==> config.mk <==
export PLATFORM = sky130hd
export DESIGN_NAME = pgwr_stage
export DESIGN_NICKNAME = d
export VERILOG_FILES = /design/src/rtl/pgwr_stage.sv
export SDC_FILE = /design/constraint.sdc
export NUM_CORES = 1
export LEC_CHECK = 0
export BUFFER_PORTS_ARGS = -buffer_cell sky130_fd_sc_hd__buf_2
export CAP_MARGIN = 20
export CELL_PAD_IN_SITES_DETAIL_PLACEMENT = 0
export CELL_PAD_IN_SITES_GLOBAL_PLACEMENT = 2
export CORE_ASPECT_RATIO = 1.2
export CORE_MARGIN = 4
export CORE_UTILIZATION = 41
export CTS_CLUSTER_SIZE = 8
export DETAILED_ROUTE_END_ITERATION = 16
export GPL_TIMING_DRIVEN = 0
export HOLD_SLACK_MARGIN = 0.03
export PLACE_DENSITY = 0.71
export SYNTH_ARGS = -nofsm -noshare
export SYNTH_HDL_FRONTEND = slang
export SYNTH_SLANG_ARGS = --single-unit
export TNS_END_PERCENT = 5
==> constraint.sdc <==
create_clock -name clk -period 5 [get_ports clk]
set_input_delay 0.25 -clock clk [delete_from_list [all_inputs] [get_ports clk]]
set_output_delay 0.25 -clock clk [all_outputs]
set_load 0.01 [all_outputs]
==> src/rtl/pgwr_stage.sv <==
module pgwr_stage #(
  parameter int ADDR_W     = 13,
  parameter int PAGE_BYTES = 32,
  parameter int WR_CYCLES  = 500000
) (
  input  logic              clk,
  input  logic              rst_n,
  input  logic              sess_start,
  input  logic [ADDR_W-1:0] start_addr,
  input  logic              ld_en,
  input  logic [7:0]        ld_data,
  input  logic              stop_i,
  input  logic              abort_i,
  output logic              busy,
  output logic              mem_we,
  output logic [ADDR_W-1:0] mem_addr,
  output logic [7:0]        mem_wdata
);
  localparam int OFF_W = $clog2(PAGE_BYTES);
  localparam int PG_W  = ADDR_W - OFF_W;
  localparam int CNT_W = $clog2(WR_CYCLES + 1);

  logic [7:0]            stage [PAGE_BYTES];
  logic [PAGE_BYTES-1:0] vmask;
  logic [PG_W-1:0]       page;
  logic [OFF_W-1:0]      off;
  logic [CNT_W-1:0]      cnt;

  wire              idle     = !busy;
  wire [OFF_W-1:0]  slot     = cnt[OFF_W-1:0];
  wire              in_sweep = busy && (cnt < CNT_W'(PAGE_BYTES));
  wire              last     = busy && (cnt == CNT_W'(WR_CYCLES - 1));
  wire              do_load  = idle && ld_en && !sess_start && !abort_i && !stop_i;

  assign mem_we    = in_sweep && vmask[slot];
  assign mem_addr  = {page, slot};
  assign mem_wdata = stage[slot];

  always_ff @(posedge clk or negedge rst_n) begin
    if (!rst_n) begin
      busy  <= 1'b0;
      vmask <= '0;
      page  <= '0;
      off   <= '0;
      cnt   <= '0;
    end else if (busy) begin
      cnt <= cnt + 1'b1;
      if (last) begin
        busy  <= 1'b0;
        vmask <= '0;
      end
    end else if (abort_i) begin
      vmask <= '0;
    end else if (stop_i) begin
      if (|vmask) begin
        busy <= 1'b1;
        cnt  <= '0;
      end
    end else if (sess_start) begin
      page  <= start_addr[ADDR_W-1:OFF_W];
      off   <= start_addr[OFF_W-1:0];
      vmask <= '0;
    end else if (ld_en) begin
      vmask[off] <= 1'b1;
      off        <= off + 1'b1;
    end
  end

  always_ff @(posedge clk) begin
    if (do_load) stage[off] <= ld_data;
  end


  commit_start_chk: assert property (@(posedge clk) disable iff (!rst_n)
    $rose(busy) |-> $past(stop_i) && $past(|vmask));

  empty_stop_chk: assert property (@(posedge clk) disable iff (!rst_n)
    (idle && stop_i && vmask == '0) |=> !busy);

  abort_chk: assert property (@(posedge clk) disable iff (!rst_n)
    (idle && abort_i) |=> (!busy && vmask == '0));

  busy_ignore_chk: assert property (@(posedge clk) disable iff (!rst_n)
    (busy && !last) |=> ($stable(vmask) && $stable(page)));

  we_in_busy_chk: assert property (@(posedge clk) disable iff (!rst_n)
    mem_we |-> busy);

  mask_clear_chk: assert property (@(posedge clk) disable iff (!rst_n)
    $fell(busy) |-> vmask == '0);
endmodule

==> run summary <==
Crit Path Max Fanout - 10
status - complete, no violations
clock root buffer - clkbuf_16
max-slew violations - 0
vias in the first global route - 7679
number of buffers created by CTS - 46
Critical Path RT - 4750 ps
worst hold path depth - 5
post-layout util - 0.487
area of the multi-input gates - 3670 um^2
syn nets - 783
Final #Nets - 897
pin count of the biggest net entering global routing - 66
Skew-Pair Late Insertion Delay - 530 ps
Inserted Diodes - 0
Leak - 5.55 nW
Synth Register Bits - 321
Max Buffers Root-to-Sink - 3
Worst-path clk slew - 50 ps
via count - 7382
Setup WS post-layout - 1510 ps
worst min path class - input port to register
RSZ-0062 raised after global routing - false
Slew headroom - 0.262
CTS Sinks - 321
Pwr Density - 536 nW/um^2
post-route ant nets - 0
vias per cell - 5.77
H-tree levels - 2
ys flop type - edfxtp_1
DRC viols - 0
Post-synth EDFFs - 256
dpl ws - 1880 ps
syn_area_per_cell - 17.6 um^2
sequential element share of the synthesized area - 0.704
WP data arrival - 3240 ps
Die Width - 172 um
most common cell after layout, fill and taps aside - edfxtp_1
initial antenna violation count - 0
synth warn - 0
Netlist cell types - 46
async set-reset flop share out of synthesis - 0.202
Final Cycle Share - 0.697
peak supply drop - 262 uV
post-DP HPWL - 21.4 mm
Worst Setup End Kind - primary output
Port Buffers - 49
most frequent cells in the layout - 256 x edfxtp_1, 85 x mux4_2, 65 x dfrtp_1
share of cells above drive strength 1 - 0.255
detailed router's first-iteration violation count - 542
grt ovf - 0
Layout area overhead - 16.4%
die area - 35200 um^2
GRT Util Overall - 0.186
Synth Cell Area - 13200 um^2
register area - 9310 um^2
final setup violation count - 0
first drt pass iteration count - 5
fin crit period - 3490 ps
Max Cap Violations - 0
# IOs - 50
Least-Margin Pin Slew - 1100 ps
initial core utilization - 0.419
Power Total - 8.25 mW
Placeable Area - 31600 um^2
DRT Wirelength - 31.9 mm
setup TNS - 0 ps
R2R depth - 5
Max Freq - 287 MHz
# rows - 71
final setup skew - 12.6 ps
RePlAce Congestion - 0.808
crit path launch type - register
Fill cells - 2670
crit path kind - register to primary output
placed cell count - 1202
first-pass GRT wire length - 48.6 mm
Syn Inst Count - 751
die height - 205 um
WL/cell - 24.9 um
CTS tree - yes
Hold Fails Final Rpt - 0
Post-Layout Cell Count - 1280
## flip-flops by register name (all words and copies together), names as in the netlist
signal,cells
stage,256
vmask,32
page,8
busy,1
cnt,19
off,5
## metal layers
| layer | global-route usage | share of wire |
|---|---|---|
| met2 | 0.316 | 0.52 |
| met4 | 0.0472 | 0.018 |
| met1 | 0.251 | 0.42 |
| met3 | 0.0324 | 0.046 |
| met5 | 0 | 0 |
## through the flow
step	hold slack, ps	instance area (um^2)
finish	64.8	15400
floorplan	-45.6	13200
global placement	445	14000
CTS	39.1	15400
global route	83.0	15400
detailed placement	408	14000
## cell type report
| type | instances | share of cell area |
|---|---|---|
| Clock inverter | 2 | 0.00114 |
| Clock buffer | 60 | 0.0795 |
| Multi-Input combinational cell | 378 | 0.238 |
| Sequential cell | 321 | 0.604 |
| Inverter | 7 | 0.00171 |
| Tap cell | 401 | 0.0326 |
| Timing Repair Buffer | 66 | 0.0274 |
| Buffer | 45 | 0.0151 |
## power by group
group,leakage (nW),total (mW),switching (mW),internal (mW)
combinational,1.77,2.42,1.34,1.07
clock,0.603,2.71,1.04,1.68
sequential,3.17,3.12,0.115,3.01
## cells by family after synthesis
logic type / share of synthesized area
muxes: 0.161
adders and majority gates: 0.00473
buffers and inverters: 0.0196
xor gates and xnor gates: 0.00265
and+or+nand+nor: 0.0636
DFF: 0.704
AOI/OAI and AO/OA: 0.0453
## final timing paths
kind	from	slack, ps	to
hold / removal	start_addr[0]	60	off[0]
min in group asynchronous	rst_n	350	cnt[11]
setup reg to reg	busy	1970	stage[2][3]
hold reg to reg	page[5]	470	page[5]
setup / recovery	cnt[1]	1510	mem_wdata[2]
max in group asynchronous	rst_n	4050	page[4]
## repair_timing
action | CTS | global route
gates resized for setup | 0 | 0
endpoints found under the hold margin | 77 | 0
buffers inserted | 0 | 0
hold buffers | 13 | 0
## critical path, stage by stage (launching register included)
cell and delay, ps:
dfrtp_1 370, buf_2 260, clkbuf_1 660, mux4_2 420, mux4_2 520, mux2_2 320, buf_2 150
## cells in the mapped netlist (2+ instances only)
cell type | n | share of area
a211o_1 | 2 | 0.0013
nand2b_1 | 4 | 0.0019
nor2_1 | 57 | 0.016
buf_2 | 12 | 0.0045
dfrtp_1 | 65 | 0.12
o22ai_1 | 5 | 0.0024
nor3_1 | 7 | 0.0026
o211a_1 | 2 | 0.0015
and3_1 | 10 | 0.0047
nand4_1 | 5 | 0.0024
mux4_2 | 85 | 0.14
ha_1 | 5 | 0.0047
nand3_1 | 9 | 0.0034
o21ai_0 | 5 | 0.0019
and2_1 | 4 | 0.0019
or3_1 | 4 | 0.0019
and4_1 | 4 | 0.0026
or2_2 | 4 | 0.0019
xor2_1 | 3 | 0.0020
mux2i_1 | 11 | 0.0083
edfxtp_1 | 256 | 0.58
a22o_1 | 17 | 0.011
a31oi_1 | 21 | 0.0099
nand2_1 | 55 | 0.016
buf_4 | 5 | 0.0028
inv_1 | 6 | 0.0017
a41oi_1 | 2 | 0.0013
nor4_1 | 11 | 0.0052
nand3b_1 | 3 | 0.0017
mux2_2 | 9 | 0.0077
buf_8 | 2 | 0.0023
clkbuf_1 | 25 | 0.0071
a21o_1 | 15 | 0.0085
a21oi_1 | 9 | 0.0034
No activity file was read; power rests on OpenSTA's default activity.
